**src/rtl/fantach_pkg.sv**
```systemverilog
package fantach_pkg;
  localparam int NUM_EVT = 4;

  // event bit positions in mask / pending / source
  localparam int EVT_PWM  = 0;
  localparam int EVT_FLT  = 1;
  localparam int EVT_TEMP = 2;
  localparam int EVT_MEAS = 3;

  // register word addresses
  localparam logic [2:0] ADR_EXPECT = 3'd0;
  localparam logic [2:0] ADR_TOLER  = 3'd1;
  localparam logic [2:0] ADR_MEAS   = 3'd2;
  localparam logic [2:0] ADR_MASK   = 3'd3;
  localparam logic [2:0] ADR_PEND   = 3'd4;
  localparam logic [2:0] ADR_SRC    = 3'd5;
endpackage

```
**src/rtl/fantach_sync.sv**
```systemverilog
module fantach_sync #(
  parameter int STAGES = 2
) (
  input  logic clk,
  input  logic rst_n,
  input  logic d_async,
  output logic q_sync
);
  logic [STAGES-1:0] chain;

  for (genvar s = 0; s < STAGES; s++) begin : g_stage
    always_ff @(posedge clk) begin
      if (!rst_n) chain[s] <= 1'b0;
      else if (s == 0) chain[s] <= d_async;
      else chain[s] <= chain[(s == 0) ? 0 : s-1];
    end
  end

  assign q_sync = chain[STAGES-1];
endmodule

```
**src/rtl/fantach_period.sv**
```systemverilog
module fantach_period #(
  parameter int CNT_W = 20
) (
  input  logic             clk,
  input  logic             rst_n,
  input  logic             tach_s,
  output logic             meas_evt,
  output logic             timeout,
  output logic [CNT_W-1:0] meas_val,
  output logic [CNT_W-1:0] meas_q
);
  localparam logic [CNT_W-1:0] CNT_MAX  = '1;
  localparam logic [CNT_W-1:0] CNT_NEAR = {{(CNT_W-1){1'b1}}, 1'b0};

  logic             prev_q;
  logic             armed_q;
  logic [CNT_W-1:0] cnt_q;
  logic             rise;
  logic             done;

  assign rise     = tach_s & ~prev_q;
  assign done     = armed_q & rise;
  assign timeout  = (cnt_q == CNT_NEAR) & ~rise;
  assign meas_evt = done | timeout;
  assign meas_val = timeout ? CNT_MAX : cnt_q;

  always_ff @(posedge clk) begin
    if (!rst_n) begin
      prev_q  <= 1'b0;
      armed_q <= 1'b0;
      cnt_q   <= '0;
      meas_q  <= '0;
    end else begin
      prev_q <= tach_s;
      if (rise) begin
        cnt_q   <= {{(CNT_W-1){1'b0}}, 1'b1};
        armed_q <= 1'b1;
      end else begin
        if (cnt_q != CNT_MAX) cnt_q <= cnt_q + 1'b1;
        if (timeout) armed_q <= 1'b0;
      end
      if (meas_evt) meas_q <= meas_val;
    end
  end

  // published value only moves on a measurement event
  assert_meas_hold_R1: assert property (@(posedge clk) disable iff (!rst_n)
    !meas_evt |=> $stable(meas_q));

  // saturation reports once, never on two cycles in a row
  assert_sat_once_R6: assert property (@(posedge clk) disable iff (!rst_n)
    timeout |=> !timeout);

  // an edge seen while unarmed never yields a measurement in that cycle
  assert_arm_only_R2: assert property (@(posedge clk) disable iff (!rst_n)
    (rise && $past(timeout)) |-> !meas_evt);
endmodule

```
**src/rtl/fantach_window.sv**
```systemverilog
module fantach_window #(
  parameter int CNT_W = 20
) (
  input  logic [CNT_W-1:0] expect_p,
  input  logic [CNT_W-1:0] toler,
  input  logic [CNT_W-1:0] value,
  output logic             out_of_range
);
  logic [CNT_W:0] upper;
  logic           below;
  logic           above;

  assign upper = {1'b0, expect_p} + {1'b0, toler};
  assign below = (toler <= expect_p) && (value < (expect_p - toler));
  assign above = ({1'b0, value} > upper);
  assign out_of_range = (expect_p != '0) && (below || above);
endmodule

```
**src/rtl/fantach_irq.sv**
```systemverilog
module fantach_irq
  import fantach_pkg::*;
(
  input  logic               clk,
  input  logic               rst_n,
  input  logic [NUM_EVT-1:0] evt,
  input  logic               mask_we,
  input  logic [NUM_EVT-1:0] mask_wdata,
  input  logic [NUM_EVT-1:0] pend_clr,
  output logic [NUM_EVT-1:0] mask_q,
  output logic [NUM_EVT-1:0] pend_q,
  output logic               irq
);
  always_ff @(posedge clk) begin
    if (!rst_n) begin
      mask_q <= '1;
      pend_q <= '0;
    end else begin
      if (mask_we) mask_q <= mask_wdata;
      pend_q <= (pend_q & ~pend_clr) | evt;
    end
  end

  assign irq = |(pend_q & ~mask_q);

  for (genvar i = 0; i < NUM_EVT; i++) begin : g_chk
    // an event wins over a clear in the same cycle
    assert_set_wins_R9: assert property (@(posedge clk) disable iff (!rst_n)
      evt[i] |=> pend_q[i]);
    // write-1 clears when no event arrives
    assert_w1c_R9: assert property (@(posedge clk) disable iff (!rst_n)
      (pend_clr[i] && !evt[i]) |=> !pend_q[i]);
  end
endmodule

```
**src/rtl/fantach_monitor.sv**
```systemverilog
module fantach_monitor
  import fantach_pkg::*;
#(
  parameter int CNT_W  = 20,
  parameter int DATA_W = 32,
  parameter int ADDR_W = 3,
  parameter int SYNC_N = 2
) (
  input  logic              clk,
  input  logic              rst_n,
  input  logic              tach_in,
  input  logic              evt_pwm_chg,
  input  logic              evt_temp_up,
  input  logic              reg_wr_en,
  input  logic [ADDR_W-1:0] reg_addr,
  input  logic [DATA_W-1:0] reg_wdata,
  output logic [DATA_W-1:0] reg_rdata,
  output logic              irq
);
  logic             tach_s;
  logic             meas_evt;
  logic             timeout;
  logic [CNT_W-1:0] meas_val;
  logic [CNT_W-1:0] meas_q;
  logic             win_oor;
  logic             flt_evt;
  logic [CNT_W-1:0] expect_q;
  logic [CNT_W-1:0] toler_q;
  logic [NUM_EVT-1:0] evt_vec;
  logic [NUM_EVT-1:0] mask_q;
  logic [NUM_EVT-1:0] pend_q;
  logic [NUM_EVT-1:0] pend_clr;
  logic             mask_we;
  logic [2:0]       adr;
  logic             unused_wdata_hi;

  assign adr = 3'(reg_addr);
  assign unused_wdata_hi = ^reg_wdata[DATA_W-1:CNT_W];

  fantach_sync #(.STAGES(SYNC_N)) u_sync (
    .clk(clk), .rst_n(rst_n), .d_async(tach_in), .q_sync(tach_s)
  );

  fantach_period #(.CNT_W(CNT_W)) u_period (
    .clk(clk), .rst_n(rst_n), .tach_s(tach_s), .meas_evt(meas_evt),
    .timeout(timeout), .meas_val(meas_val), .meas_q(meas_q)
  );

  fantach_window #(.CNT_W(CNT_W)) u_window (
    .expect_p(expect_q), .toler(toler_q), .value(meas_val),
    .out_of_range(win_oor)
  );

  assign flt_evt = meas_evt & (timeout | win_oor);

  always_comb begin
    evt_vec           = '0;
    evt_vec[EVT_PWM]  = evt_pwm_chg;
    evt_vec[EVT_FLT]  = flt_evt;
    evt_vec[EVT_TEMP] = evt_temp_up;
    evt_vec[EVT_MEAS] = meas_evt;
  end

  always_ff @(posedge clk) begin
    if (!rst_n) begin
      expect_q <= '0;
      toler_q  <= '0;
    end else if (reg_wr_en) begin
      if (adr == ADR_EXPECT) expect_q <= reg_wdata[CNT_W-1:0];
      if (adr == ADR_TOLER)  toler_q  <= reg_wdata[CNT_W-1:0];
    end
  end

  assign mask_we  = reg_wr_en && (adr == ADR_MASK);
  assign pend_clr = (reg_wr_en && (adr == ADR_PEND)) ? reg_wdata[NUM_EVT-1:0] : '0;

  fantach_irq u_irq (
    .clk(clk), .rst_n(rst_n), .evt(evt_vec), .mask_we(mask_we),
    .mask_wdata(reg_wdata[NUM_EVT-1:0]), .pend_clr(pend_clr),
    .mask_q(mask_q), .pend_q(pend_q), .irq(irq)
  );

  always_comb begin
    reg_rdata = '0;
    case (adr)
      ADR_EXPECT: reg_rdata[CNT_W-1:0]   = expect_q;
      ADR_TOLER:  reg_rdata[CNT_W-1:0]   = toler_q;
      ADR_MEAS:   reg_rdata[CNT_W-1:0]   = meas_q;
      ADR_MASK:   reg_rdata[NUM_EVT-1:0] = mask_q;
      ADR_PEND:   reg_rdata[NUM_EVT-1:0] = pend_q;
      ADR_SRC:    reg_rdata[NUM_EVT-1:0] = pend_q & ~mask_q;
      default:    reg_rdata = '0;
    endcase
  end

  // the window never reports a fault while the expected period is zero
  assert_no_check_R5: assert property (@(posedge clk) disable iff (!rst_n)
    win_oor |-> (expect_q != '0));

  // a fully masked register set keeps the line low
  assert_masked_quiet_R8: assert property (@(posedge clk) disable iff (!rst_n)
    (mask_q == '1) |-> !irq);

  // a fault event is always accompanied by a measurement event
  assert_fault_with_meas_R3: assert property (@(posedge clk) disable iff (!rst_n)
    flt_evt |=> (pend_q[EVT_MEAS] && pend_q[EVT_FLT]));
endmodule

```
**config.mk**
```make
export PLATFORM = sky130hd
export DESIGN_NAME = fantach_monitor
export DESIGN_NICKNAME = d
export VERILOG_FILES = /design/src/rtl/fantach_pkg.sv /design/src/rtl/fantach_sync.sv /design/src/rtl/fantach_period.sv /design/src/rtl/fantach_window.sv /design/src/rtl/fantach_irq.sv /design/src/rtl/fantach_monitor.sv
export SDC_FILE = /design/constraint.sdc
export NUM_CORES = 1
export LEC_CHECK = 0
export BUFFER_PORTS_ARGS = -buffer_cell sky130_fd_sc_hd__buf_2
export CAP_MARGIN = 15
export CORE_MARGIN = 2
export CORE_UTILIZATION = 55
export CTS_CLUSTER_DIAMETER = 120
export CTS_CLUSTER_SIZE = 28
export DETAILED_ROUTE_END_ITERATION = 8
export PLACE_DENSITY_LB_ADDON = 0.25
export SETUP_SLACK_MARGIN = 0.3
export SLEW_MARGIN = 10
export SYNTH_ARGS = -nofsm -noshare
export SYNTH_HDL_FRONTEND = slang
export SYNTH_SLANG_ARGS = --single-unit
```
**constraint.sdc**
```tcl
create_clock -name clk -period 7.3 [get_ports clk]
set_clock_uncertainty 0.2 [all_clocks]
set_input_delay 1.46 -clock clk [delete_from_list [all_inputs] [get_ports clk]]
set_output_delay 1.46 -clock clk [all_outputs]
set_load 0.005 [all_outputs]
```
==> metrics.txt <==
CP Data Required Time=7.33 ns; commonest cells after routing, fill and taps aside=122 x nand2_1, 102 x nor2_1, 92 x dfxtp_1; initial core utilization=0.558; Cell Area, Synth=0.00730 mm^2; Worst Path Arrival=4.87 ns; type of the worst setup path=flip-flop to flip-flop; via count=6681; top sig layer=met4; Num CTS Buffers=9; Avg Inst Size Synth=7.58 um^2; Hold WC Path Type=flip-flop to flip-flop; nets@finish=1080; Warnings, synthesis=0; Die Span X=119 um; GP Congestion=0.945; Resized Gates After CTS=0; reg2reg path depth=15; vias in the first global route=6216; max_cap viols=0; CTS Buffer Depth=2; Root Driver=clkbuf_16; Max Slew Vio Count=0; Post-synth EDFFs=0; worst-path cell chain=inv_1 > fa_1 > o21bai_1 > a221oi_2 > a211oi_2 > o41ai_4 > o21ai_1 > o21ai_1 > and2b_1 > xnor2_1 > ha_1 > a2111oi_0 > o2111ai_1 > a31oi_1 > o21ai_1; height of the die=119 um; final hold violation count=0; Setup TNS=0 ns; CP Max Fanout=7; global-route wire length before repair=32300 um; CTS Hold Bufs=0; most used cell, CP=o21ai_1; post-synthesis sequential area ratio=0.252; final WL=19900 um; CTS sink count=92; Tmin final=4.84 ns; H-tree depth=3; num rows=42; Crit path largest cell delay=0.65 ns; Pre-antenna DRT Iters=4; GRT Total Usage=0.287; clock latency on the worst-skew pair=0.35 ns; Starting DRT DRC Count=469; Filler Cell Count=1226; synth unique cells=72; hold depth=1; slew margin rel.=0.398; measured slew at the worst slew-check pin=0.903 ns; CP endpoint kind=flip-flop; status=finished clean; most common cell after layout, fill and taps aside=nand2_1; dpl cells=1121; antenna violations before repair=0; Seq cells post-synth=92; met2 WL post-DR=8870 um; critical path's slowest cell=a2111oi_0; die area=0.0142 mm^2; crit start category=flip-flop; number of vias per cell=5.88; fmax=0.207 GHz; WHS=0.233 ns; Primary FF master, synth=dfxtp_1; clock slew at reported path FFs=0.07 ns; post-CTS setup buffers=0; leakage power=3.31 nW; Syn Inst Count=963; largest net degree at the start of global routing=76; Core Area=0.0131 mm^2; Metal-1 WL=9030 um; wire per inst=17.5 um; CTS tree=done; Max rail drop VDD=156 uV; RSZ-0062 raised after global routing=no; Area Overhead vs Synth=6.70%; HPWL Detailed=14900 um; DRT antenna net count=0; final instance count without filler cells=1137; layout cells sized above 1=0.0999; Buffers on Ports=49; final setup fails=0; Tcrit/Tclk final=0.662; post-synthesis async set-or-reset flop share=0; num ports=74; # diodes=0; met3 wire len=1390 um; GRT overflow=0; cell area power density=162 mW/mm^2; # DRC=0
path summary, 6_finish.rpt:
path / from / to / slack [ns]
worst max-delay path: expect_q[1]$_SDFFE_PN0P_ / u_irq.pend_q[1]$_SDFF_PN0_ / 2.46
worst min-delay path: u_sync.chain[0]$_SDFF_PN0_ / u_sync.q_sync$_SDFF_PN0_ / 0.23
worst max register to register: expect_q[1]$_SDFFE_PN0P_ / u_irq.pend_q[1]$_SDFF_PN0_ / 2.46
worst min register to register: u_sync.chain[0]$_SDFF_PN0_ / u_sync.q_sync$_SDFF_PN0_ / 0.23
cell usage after synthesis, types with 14 or more instances:
cell type | count | area [um^2]
a21boi_0 | 42 | 315
a21oi_1 | 66 | 330
buf_4 | 14 | 105
clkbuf_1 | 58 | 218
dfxtp_1 | 92 | 1840
ha_1 | 81 | 1010
inv_1 | 43 | 161
mux2i_1 | 26 | 260
nand2_1 | 122 | 458
nand3_1 | 20 | 100
nor2_1 | 102 | 383
nor2b_1 | 19 | 119
nor3_1 | 31 | 155
o21ai_0 | 49 | 245
xnor2_1 | 26 | 228
xor2_1 | 15 | 131
metrics by stage:
stage	area (um^2)	utilization	total power, W	setup WS, ns
floorplan	7340	-	0.000716	3.01
global placement	7480	0.571	0.000772	2.60
detailed placement	7480	0.571	0.000774	2.60
CTS	7790	0.595	0.00126	2.56
global route	7790	0.595	0.00132	2.24
finish	7790	0.595	0.00126	2.46
layout make-up:
class / count / area [um^2] / area share
Clock buffer: 10 / 239 / 0.0307
Sequential cell: 92 / 1840 / 0.236
Tap cell: 176 / 220 / 0.0283
Inverter: 43 / 161 / 0.0207
Multi-Input combinational cell: 756 / 4970 / 0.638
Clock inverter: 6 / 73.8 / 0.00948
Timing Repair Buffer: 54 / 283 / 0.0363
flip-flops by register name, indices dropped and copies added, names as in the netlist:
register and cells:
expect_q 20, toler_q 20, u_period.cnt_q 20, u_period.meas_q 20, u_irq.mask_q 4, u_irq.pend_q 4
u_period.armed_q 1, u_period.prev_q 1, u_sync.chain 1, u_sync.q_sync 1
report_power, final:
part	total (W)	internal (W)	switching, W
Combinational	0.000243	0.000102	0.000141
Clock	0.000493	0.000278	0.000215
Sequential	0.000524	0.000511	0.0000126
Total	0.00126	0.000892	0.000368
metal layers:
metal,GRT usage,vias to the layer above
li1,-,3273
met1,0.394,3142
met2,0.448,230
met3,0.0522,36
met4,0.108,0
met5,0,-
critical path: cells and delay by family, from the launching register on:
family	cells	cell delay [ns]
XOR/XNOR	1	0.12
adder cells (fa/ha/maj)	2	0.82
AND/OR/NAND/NOR	1	0.18
buffers and inverters	1	0.12
flip-flops	1	0.52
AO/OA/AOI/OAI	10	2.76
cells by family after synthesis:
| group | synth area share |
|---|---|
| buffers and inverters | 0.0732 |
| adder cells (fa/ha/maj) | 0.144 |
| multiplexers | 0.0387 |
| flip-flops | 0.252 |
| other | 0.000514 |
| AO/OA/AOI/OAI | 0.207 |
| XOR/XNOR | 0.0492 |
| AND/OR/NAND/NOR | 0.235 |
Note: power is estimated with default switching activity, not from simulation.
